$ cat src/rtl/rtc_pkg.sv
package rtc_pkg;

  localparam int CTRL_W = 16;
  localparam int LVL_W  = 8;

  // control word bit positions
  localparam int B_EN  = 0;
  localparam int B_FRZ = 1;
  localparam int B_ALE = 2;
  localparam int B_SIE = 3;
  localparam int B_SRC = 4;
  localparam int B_ALR = 6;
  localparam int B_SEC = 7;
  localparam int B_LVL = 8;

  typedef enum logic [1:0] {
    REG_CTRL  = 2'd0,
    REG_COUNT = 2'd1,
    REG_ALARM = 2'd2,
    REG_SPARE = 2'd3
  } regSel_e;

  // strobes from control to datapath
  typedef struct packed {
    logic tick;
    logic loadCount;
    logic loadAlarm;
    logic clrSec;
    logic clrAlr;
  } dpStrobe_t;

endpackage

$ cat src/rtl/rtc_ctrl.sv
module rtc_ctrl
  import rtc_pkg::*;
#(
  parameter int DIV_SLOW = 32768,
  parameter int DIV_FAST = 38400,
  parameter int PRESC_W  = 16
) (
  input  logic                clk,
  input  logic                rstN,
  input  logic                refTick,
  input  logic                freezeReq,
  input  logic                busWr,
  input  logic [1:0]          busAddr,
  input  logic [CTRL_W-1:0]   ctrlWdata,
  output dpStrobe_t           strb,
  output logic                runEn,
  output logic                srcSel,
  output logic                frzEn,
  output logic                secIe,
  output logic                alrIe,
  output logic [LVL_W-1:0]    irqLevel,
  output logic [PRESC_W-1:0]  presc
);

  localparam logic [PRESC_W-1:0] LAST_SLOW = PRESC_W'(DIV_SLOW - 1);
  localparam logic [PRESC_W-1:0] LAST_FAST = PRESC_W'(DIV_FAST - 1);

  logic wrCtrl, wrCount, wrAlarm;
  logic running, atLast;
  logic [PRESC_W-1:0] lastVal;
  logic unusedRsvd;

  assign unusedRsvd = ctrlWdata[5];

  assign wrCtrl  = busWr && (busAddr == REG_CTRL);
  assign wrCount = busWr && (busAddr == REG_COUNT);
  assign wrAlarm = busWr && (busAddr == REG_ALARM);

  assign running = runEn && !(frzEn && freezeReq);
  assign lastVal = srcSel ? LAST_FAST : LAST_SLOW;
  assign atLast  = (presc >= lastVal);

  always_ff @(posedge clk or negedge rstN) begin
    if (!rstN) begin
      presc <= '0;
    end else if (wrCount) begin
      presc <= '0;
    end else if (running && refTick) begin
      presc <= atLast ? '0 : presc + 1'b1;
    end
  end

  // fields that reset
  always_ff @(posedge clk or negedge rstN) begin
    if (!rstN) begin
      irqLevel <= '0;
      secIe    <= 1'b0;
      alrIe    <= 1'b0;
      frzEn    <= 1'b0;
    end else if (wrCtrl) begin
      irqLevel <= ctrlWdata[B_LVL +: LVL_W];
      secIe    <= ctrlWdata[B_SIE];
      alrIe    <= ctrlWdata[B_ALE];
      frzEn    <= ctrlWdata[B_FRZ];
    end
  end

  // fields kept through reset
  always_ff @(posedge clk) begin
    if (wrCtrl) begin
      runEn  <= ctrlWdata[B_EN];
      srcSel <= ctrlWdata[B_SRC];
    end
  end

  always_comb begin
    strb.tick      = running && refTick && atLast && !wrCount;
    strb.loadCount = wrCount;
    strb.loadAlarm = wrAlarm;
    strb.clrSec    = wrCtrl && ctrlWdata[B_SEC];
    strb.clrAlr    = wrCtrl && ctrlWdata[B_ALR];
  end

endmodule

$ cat src/rtl/rtc_datapath.sv
module rtc_datapath
  import rtc_pkg::*;
#(
  parameter int CNT_W = 32
) (
  input  logic             clk,
  input  logic             rstN,
  input  dpStrobe_t        strb,
  input  logic [CNT_W-1:0] loadVal,
  output logic [CNT_W-1:0] count,
  output logic [CNT_W-1:0] alarm,
  output logic             secFlag,
  output logic             alrFlag
);

  logic [CNT_W-1:0] nextCount;
  logic             hitAlarm;

  assign nextCount = count + 1'b1;
  assign hitAlarm  = (nextCount == alarm);

  always_ff @(posedge clk or negedge rstN) begin
    if (!rstN) begin
      count <= '0;
    end else if (strb.loadCount) begin
      count <= loadVal;
    end else if (strb.tick) begin
      count <= nextCount;
    end
  end

  always_ff @(posedge clk or negedge rstN) begin
    if (!rstN) begin
      alarm <= '0;
    end else if (strb.loadAlarm) begin
      alarm <= loadVal;
    end
  end

  // set has priority over a clear in the same cycle
  always_ff @(posedge clk or negedge rstN) begin
    if (!rstN) begin
      secFlag <= 1'b0;
      alrFlag <= 1'b0;
    end else begin
      if (strb.tick)        secFlag <= 1'b1;
      else if (strb.clrSec) secFlag <= 1'b0;
      if (strb.tick && hitAlarm) alrFlag <= 1'b1;
      else if (strb.clrAlr)      alrFlag <= 1'b0;
    end
  end

endmodule

$ cat src/rtl/rtc_alarm_top.sv
module rtc_alarm_top
  import rtc_pkg::*;
#(
  parameter int DIV_SLOW = 32768,
  parameter int DIV_FAST = 38400,
  parameter int CNT_W    = 32
) (
  input  logic             clk,
  input  logic             rstN,
  input  logic             refTick,
  input  logic             freezeReq,
  input  logic             busWr,
  input  logic [1:0]       busAddr,
  input  logic [CNT_W-1:0] busWdata,
  output logic [CNT_W-1:0] busRdata,
  output logic             irq
);

  localparam int DIV_MAX = (DIV_SLOW > DIV_FAST) ? DIV_SLOW : DIV_FAST;
  localparam int PRESC_W = (DIV_MAX > 2) ? $clog2(DIV_MAX) : 1;

  dpStrobe_t          strb;
  logic               runEn, srcSel, frzEn, secIe, alrIe;
  logic [LVL_W-1:0]   irqLevel;
  logic [PRESC_W-1:0] presc;
  logic [CNT_W-1:0]   count, alarm;
  logic               secFlag, alrFlag;
  logic [CTRL_W-1:0]  ctrlWord;

  rtc_ctrl #(
    .DIV_SLOW(DIV_SLOW),
    .DIV_FAST(DIV_FAST),
    .PRESC_W (PRESC_W)
  ) ctrl_i (
    .clk      (clk),
    .rstN     (rstN),
    .refTick  (refTick),
    .freezeReq(freezeReq),
    .busWr    (busWr),
    .busAddr  (busAddr),
    .ctrlWdata(busWdata[CTRL_W-1:0]),
    .strb     (strb),
    .runEn    (runEn),
    .srcSel   (srcSel),
    .frzEn    (frzEn),
    .secIe    (secIe),
    .alrIe    (alrIe),
    .irqLevel (irqLevel),
    .presc    (presc)
  );

  rtc_datapath #(
    .CNT_W(CNT_W)
  ) dp_i (
    .clk    (clk),
    .rstN   (rstN),
    .strb   (strb),
    .loadVal(busWdata),
    .count  (count),
    .alarm  (alarm),
    .secFlag(secFlag),
    .alrFlag(alrFlag)
  );

  assign ctrlWord = {irqLevel, secFlag, alrFlag, 1'b0, srcSel, secIe, alrIe, frzEn, runEn};

  always_comb begin
    case (busAddr)
      REG_CTRL:  busRdata = CNT_W'(ctrlWord);
      REG_COUNT: busRdata = count;
      REG_ALARM: busRdata = alarm;
      default:   busRdata = '0;
    endcase
  end

  assign irq = (secFlag && secIe) || (alrFlag && alrIe);

endmodule

$ cat config.mk
export PLATFORM = sky130hd
export DESIGN_NAME = rtc_alarm_top
export DESIGN_NICKNAME = d
export VERILOG_FILES = /design/src/rtl/rtc_pkg.sv /design/src/rtl/rtc_ctrl.sv /design/src/rtl/rtc_datapath.sv /design/src/rtl/rtc_alarm_top.sv
export SDC_FILE = /design/constraint.sdc
export NUM_CORES = 1
export LEC_CHECK = 0
export ABC_AREA = 0
export CORE_MARGIN = 5
export CORE_UTILIZATION = 40
export DETAILED_ROUTE_END_ITERATION = 7
export DONT_BUFFER_PORTS = 1
export HOLD_SLACK_MARGIN = 0.12
export SLEW_MARGIN = 20
export SYNTH_ARGS = -nofsm -noshare
export SYNTH_HDL_FRONTEND = slang
export SYNTH_SLANG_ARGS = --single-unit
export TNS_END_PERCENT = 50
$ cat constraint.sdc
create_clock -name clk -period 3 [get_ports clk]
set_input_delay 0.6 -clock clk [delete_from_list [all_inputs] [get_ports clk]]
set_output_delay 0.6 -clock clk [all_outputs]
set_load 0.05 [all_outputs]
==> Yosys cells after proc, flatten, opt, wreduce, memory -nomap -nowiden <==
Cells that the tools add are included.
{ "op_classes": {"addsub": 2, "n_mul": 0, "n_div": 0, "magnitude_cmp": 1, "eq_ne": 3, "shifts": 0, "n_mux": 11, "bitwise_logic": 0, "reduce_logical": 21} }
{ "ops": {"columns": ["operator", "count"], "rows": [
  ["32-bit one-hot mux with 3 select lines", 1],
  ["16-bit 2-to-1 mux", 4],
  ["32-bit 2-to-1 mux", 2],
  ["32-bit by 1-bit adder with 32-bit output (second input constant)", 1],
  ["32-bit == test", 1],
  ["16-bit by 1-bit adder with 16-bit output (second input constant)", 1],
  ["16-bit >= comparator", 1],
  ["1-bit logical AND", 13],
  ["2-bit nonzero test", 4],
  ["1-bit 2-to-1 mux", 4],
  ["2-bit by 1-bit == test with 1-bit output (second input constant)", 1],
  ["2-bit == test (second input constant)", 1],
  ["1-bit logical NOT", 2],
  ["2-bit logical NOT", 1],
  ["1-bit logical OR", 1]
]} }
{ "totals": {"ff_bits": 95, "latchBits": 0, "ramBits": 0, "rom_bits": 0, "inputBits": 39, "out_inout_bits": 33, "wordCells": 49, "n_memories": 0} }

==> Depth between registers and ports, before layout <==
{ "depth": {"depth_word": 8, "mapped_depth": 11, "depth_no_buf": 8} }

==> Hierarchy <==
A second synthesis with hierarchy kept.
{ "unflattened": {"hier_cells": 651, "hier_area_um2": 6292.3} }
{ "modules_own_cells": {"columns": ["mod", "instances", "cells_per_inst", "area_each_um2", "seq_area_each_um2"], "rows": [
  ["rtc_datapath", 1, 428, 4081.4, 1651.6],
  ["rtc_ctrl", 1, 163, 1664.1, 735.7],
  ["rtc_alarm_top", 1, 60, 546.8, 0.0]
]} }

==> Worst setup path before layout <==
OpenSTA, ideal clock, no wires.
{ "synth_timing": {"kind": "input-to-output", "from": "in busAddr[1]", "to": "out busRdata[0]", "t_arrival_ns": 2.667, "t_required_ns": 2.400, "slack_ns": -0.267, "stages": 4, "n_path_buf": 2, "cell_sequence": "clkbuf_1 clkbuf_1 mux2i_1 o21ai_0"} }
{ "synth_via": {"elab_chain_cells": 2, "word_cells_on_any_way": 4, "cone_classes": "2 x eq/ne; 1 x mux; 1 x reduce/logical"} }
{ "synth_lines": {"columns": ["item", "line_no", "source"], "rows": [
  ["from (decl)", "rtc_alarm_top.sv:13", "input logic [1:0] busAddr,"],
  ["2-bit == test (tied with other cells)", "rtc_alarm_top.sv:68", "case (busAddr)"],
  ["32-bit one-hot mux with 3 select lines *", "rtc_alarm_top.sv:68", null],
  ["to (decl)", "rtc_alarm_top.sv:15", "output logic [CNT_W-1:0] busRdata,"]
]} }
Every way passes the cells marked *; elsewhere a longest branch is shown, timed or not.

==> Final worst setup path <==
{ "layout_timing": {"from": "reg dp_i.count[0]", "to": "reg dp_i.alrFlag"} }
{ "layout_via": {"elab_chain_cells": 4, "word_cells_on_any_way": 5, "cone_classes": "1 x add/sub; 1 x eq/ne; 1 x mux; 2 x reduce/logical"} }
{ "layout_lines": {"columns": ["item", "line_no", "source"], "rows": [
  ["from (decl)", "rtc_datapath.sv:10", "output logic [CNT_W-1:0] count,"],
  ["from (signal assigned)", "rtc_datapath.sv:26", "count <= loadVal;"],
  ["from (signal assigned)", "rtc_datapath.sv:28", "count <= nextCount;"],
  ["32-bit by 1-bit adder with 32-bit output *", "rtc_datapath.sv:19", "assign nextCount = count + 1'b1;"],
  ["32-bit == test *", "rtc_datapath.sv:20", "assign hitAlarm = (nextCount == alarm);"],
  ["1-bit logical AND *", "rtc_datapath.sv:48", "if (strb.tick && hitAlarm) alrFlag <= 1'b1;"],
  ["1-bit 2-to-1 mux / 2-bit nonzero test (equally long branches)", null, null],
  ["to (signal assigned)", "rtc_datapath.sv:44", "alrFlag <= 1'b0;"],
  ["to (signal assigned)", "rtc_datapath.sv:48", null],
  ["to (signal assigned)", "rtc_datapath.sv:49", "else if (strb.clrAlr) alrFlag <= 1'b0;"],
  ["to (decl)", "rtc_datapath.sv:13", "output logic alrFlag"]
]} }
Marks and branches as above.
A chain may end at the register's enable or synchronous reset.

==> flow_summary.rst <==
.. list-table::
   :header-rows: 1

   * - Metric
     - Value
   * - Result of the run
     - completed
   * - Count of unique library cells instantiated by Yosys
     - 56
   * - Ports
     - 72
   * - Overall global routing resource usage
     - 19.1%
   * - Cells along the critical path
     - ha_1 > nand4_1 > nor3_1 > a211oi_1 > nor4_1 > nand4_1 > or4_1 > o31ai_2
   * - Cell with the largest stage delay on the worst path
     - nor3_1
   * - Total count of max-transition violations in the final report
     - 0
   * - Crit path kind
     - flop to flop
   * - Final critical-path required period
     - 2.74 ns
   * - Number of enable flip-flop cells after synthesis
     - 2
   * - Share of synthesized flip-flops with an asynchronous set or reset
     - 97.9%
   * - Clk network pwr share
     - 31.2%
   * - Iteration count of the initial detailed-routing pass
     - 5
   * - Commonest non-fill, non-tap cell in the layout
     - nand2_1
   * - Clock tree from TritonCTS
     - done
   * - Total internal power
     - 2.70 mW
   * - Post-synth design cell area
     - 6040 um^2
   * - Fraction of power spent switching nets
     - 34.8%
   * - Final setup skew
     - 0.0131 ns
   * - Die Y
     - 133 um
   * - Avg Inst Size Synth
     - 9.18 um^2
   * - Number of clock buffers inserted by TritonCTS
     - 9
   * - Routed wirelength normalized by instance count
     - 19.2 um
   * - Maximum clock insertion buffer count
     - 2
   * - Category of the worst setup path capture point
     - flop
   * - Static Leak
     - 2.70 nW
   * - Final wirelength
     - 16600 um
   * - Initial core utilization
     - 40.2%
   * - Sequential cell fraction of total power
     - 41.9%
   * - Peak supply drop
     - 0.000511 V
   * - Total core area
     - 15000 um^2
   * - Commonest non-fill, non-tap cells in the layout
     - nand2_1, dfrtp_1, buf_4
   * - Die ar.
     - 17700 um^2
   * - Die extent in x
     - 133 um
   * - DRC violations left
     - 0
   * - Global-route congestion overflow total
     - 0
   * - H-Tree Level Count
     - 3
   * - Net Sw Power
     - 1.44 mW
   * - Setup-failing EPs final
     - 0
   * - Yosys warns
     - 0
   * - CTS clock-pin slew for the worst setup and hold paths
     - 0.08 ns
   * - Max Clock Freq
     - 365 MHz
   * - Worst slew margin relative to its limit
     - 67.0%
   * - Final #Nets
     - 715
   * - Wire length of the first global-routing pass
     - 27300 um
   * - Tightest Hold Check Type
     - input pin to asynchronous set/reset pin
   * - Sum of net half-perimeters after detailed placement
     - 11900 um
   * - Sort of element at the start of the critical path
     - flop
   * - Vias per cell
     - 5.63
   * - Tcrit/Tclk final
     - 91.4%
   * - Number of setup buffers added after CTS
     - 0
   * - Clock sink count
     - 95
   * - Share of total power in combinational logic
     - 27.0%
   * - Data required, critical path
     - 3.27 ns
   * - Largest fanout of any net on the critical path
     - 8
   * - Remaining antenna violation count
     - 0
   * - Synthesized netlist net count
     - 704
   * - Critical Path Most Common Cell
     - nand4_1
   * - Number of global-route vias before repair
     - 4930
   * - Peak per-stage delay on the critical path
     - 0.46 ns
   * - Port buffer count
     - 0
   * - Fraction of layout cells with a size suffix above 1
     - 18.7%
   * - Largest net degree at the start of global routing
     - 94
   * - Setup repair after global routing missed its margin
     - false
   * - Number of antenna repair diodes
     - 0
   * - Clock Latency Late Sink
     - 0.36 ns
   * - Total power
     - 4.14 mW
   * - Count of state elements after synthesis
     - 95
   * - Placer Congestion
     - 0.913
   * - Power per unit of standard cell area
     - 608 nW/um^2
   * - Master cell of the clock root buffer
     - clkbuf_16
   * - Dominant synthesized flop cell
     - dfrtp_1
   * - Area growth, synth to finish
     - 12.8%
   * - Final Hold Viols
     - 0
   * - Total number of placement rows
     - 45
   * - Arr. time, crit path
     - 3.01 ns
   * - Gate Count Post-Synth
     - 658
   * - Initial antenna violation count
     - 0
   * - Proportion of synthesized chip area in sequential cells
     - 39.5%
   * - Via total after detailed routing
     - 4851
   * - Slew @ Worst Pin
     - 0.496 ns
   * - First DRT Iteration DRCs
     - 276
   * - Worst Hold Slack
     - 0.164 ns
   * - Number of maximum-capacitance constraint violations
     - 0
layer usage:
| layer | vias to the layer above | share of wire (%) | global-route usage [%] |
|---|---|---|---|
| met4 | 0 | 1.9 | 6.24 |
| met1 | 2377 | 46 | 26.2 |
| li1 | 2332 | - | - |
| met5 | - | 0 | 0 |
| met3 | 18 | 5.3 | 4.45 |
| met2 | 124 | 47 | 30.0 |
what timing repair did:
| action | in CTS | in global routing |
|---|---|---|
| endpoints found under the setup margin | 0 | 1 |
| resized for setup | 0 | 1 |
| hold buffers | 1 | 0 |
| endpoints found under the hold margin | 93 | 0 |
flip-flops by register name, summed over array words and instances (netlist names):
register         cells
ctrl_i.frzEn         1
ctrl_i.secIe         1
dp_i.alrFlag         1
ctrl_i.runEn         1
ctrl_i.srcSel        1
dp_i.alarm          32
dp_i.secFlag         1
dp_i.count          32
ctrl_i.irqLevel      8
ctrl_i.alrIe         1
ctrl_i.presc        16
cells in the mapped netlist (all sizes together), types with 4 or more instances:
cell type	number	area, um^2
nand2	104	390
dfrtp	93	2330
o21ai	69	345
xnor2	46	403
mux2	44	495
clkbuf	37	140
xor2	33	289
nor2	27	101
nand3	23	115
a22o	20	175
nand4	18	134
mux2i	17	170
buf	14	67.6
nor3	13	70.1
and3	12	77.6
a21oi	7	35.0
ha	7	87.6
inv	6	22.5
nand2b	6	37.5
nor4	6	58.8
and2	5	31.3
nor2b	5	31.3
a211oi	4	30.0
and4	4	35.0
nor3b	4	30.0
area by class of cell:
type,instances,area (um^2)
Tap cell,188,235
Timing Repair Buffer,51,403
Multi-Input combinational cell,506,3440
Clock inverter,7,104
Clock buffer,9,225
Fill cell,1422,8220
Inverter,6,22.5
Sequential cell,95,2390
cells by family after synthesis:
group	after synthesis	synth area share, %
multiplexers	61	11.0
AO/OA/AOI/OAI	122	13.1
AND/OR/NAND/NOR	237	19.7
flip-flops	95	39.5
adder cells (fa/ha/maj)	7	1.45
buffers and inverters	57	3.81
XOR/XNOR	79	11.5
worst max-delay path, delay by kind of cell, from the launching register on:
family | cells | cell delay (ns)
adder cells (fa/ha/maj) | 1 | 0.33
AND/OR/NAND/NOR | 5 | 1.61
flip-flops | 1 | 0.36
AO/OA/AOI/OAI | 2 | 0.36
final timing paths:
path,start,end,cells past startpoint,slack [ns]
hold reg to reg,ctrl_i.irqLevel[6],ctrl_i.irqLevel[6],1,0.51
setup reg to reg,dp_i.count[0],dp_i.alrFlag,8,0.26
setup / recovery,dp_i.count[0],dp_i.alrFlag,8,0.26
max in group asynchronous,rstN,dp_i.alarm[25],1,2.46
hold / removal,rstN,ctrl_i.presc[8],1,0.16
min in group clk,busWdata[0],ctrl_i.runEn,0,0.33
through the flow:
| step | util, % | TNS [ns] | instances | setup slack, ns | area [um^2] |
|---|---|---|---|---|---|
| floorplan | - | -1.33 | 658 | -0.267 | 6040 |
| global placement | 42.9 | 0 | 845 | 0.303 | 6450 |
| detailed placement | 42.9 | 0 | 845 | 0.209 | 6450 |
| CTS | 45.3 | 0 | 862 | 0.191 | 6810 |
| global route | 45.3 | 0 | 862 | 0.117 | 6810 |
| finish | 45.3 | 0 | 862 | 0.259 | 6810 |
power groups by stage:
| stage | clock network [mW] | registers, mW | logic, mW |
|---|---|---|---|
| 2_1_floorplan | 0 | 1.61 | 0.940 |
| 3_3_place_gp | 0 | 1.74 | 1.08 |
| 3_5_place_dp | 0 | 1.75 | 1.09 |
| 4_1_cts | 1.32 | 1.73 | 1.12 |
| 5_1_grt | 1.36 | 1.76 | 1.21 |
| 6_report | 1.29 | 1.73 | 1.12 |
Note: power is estimated with default switching activity, not from simulation.
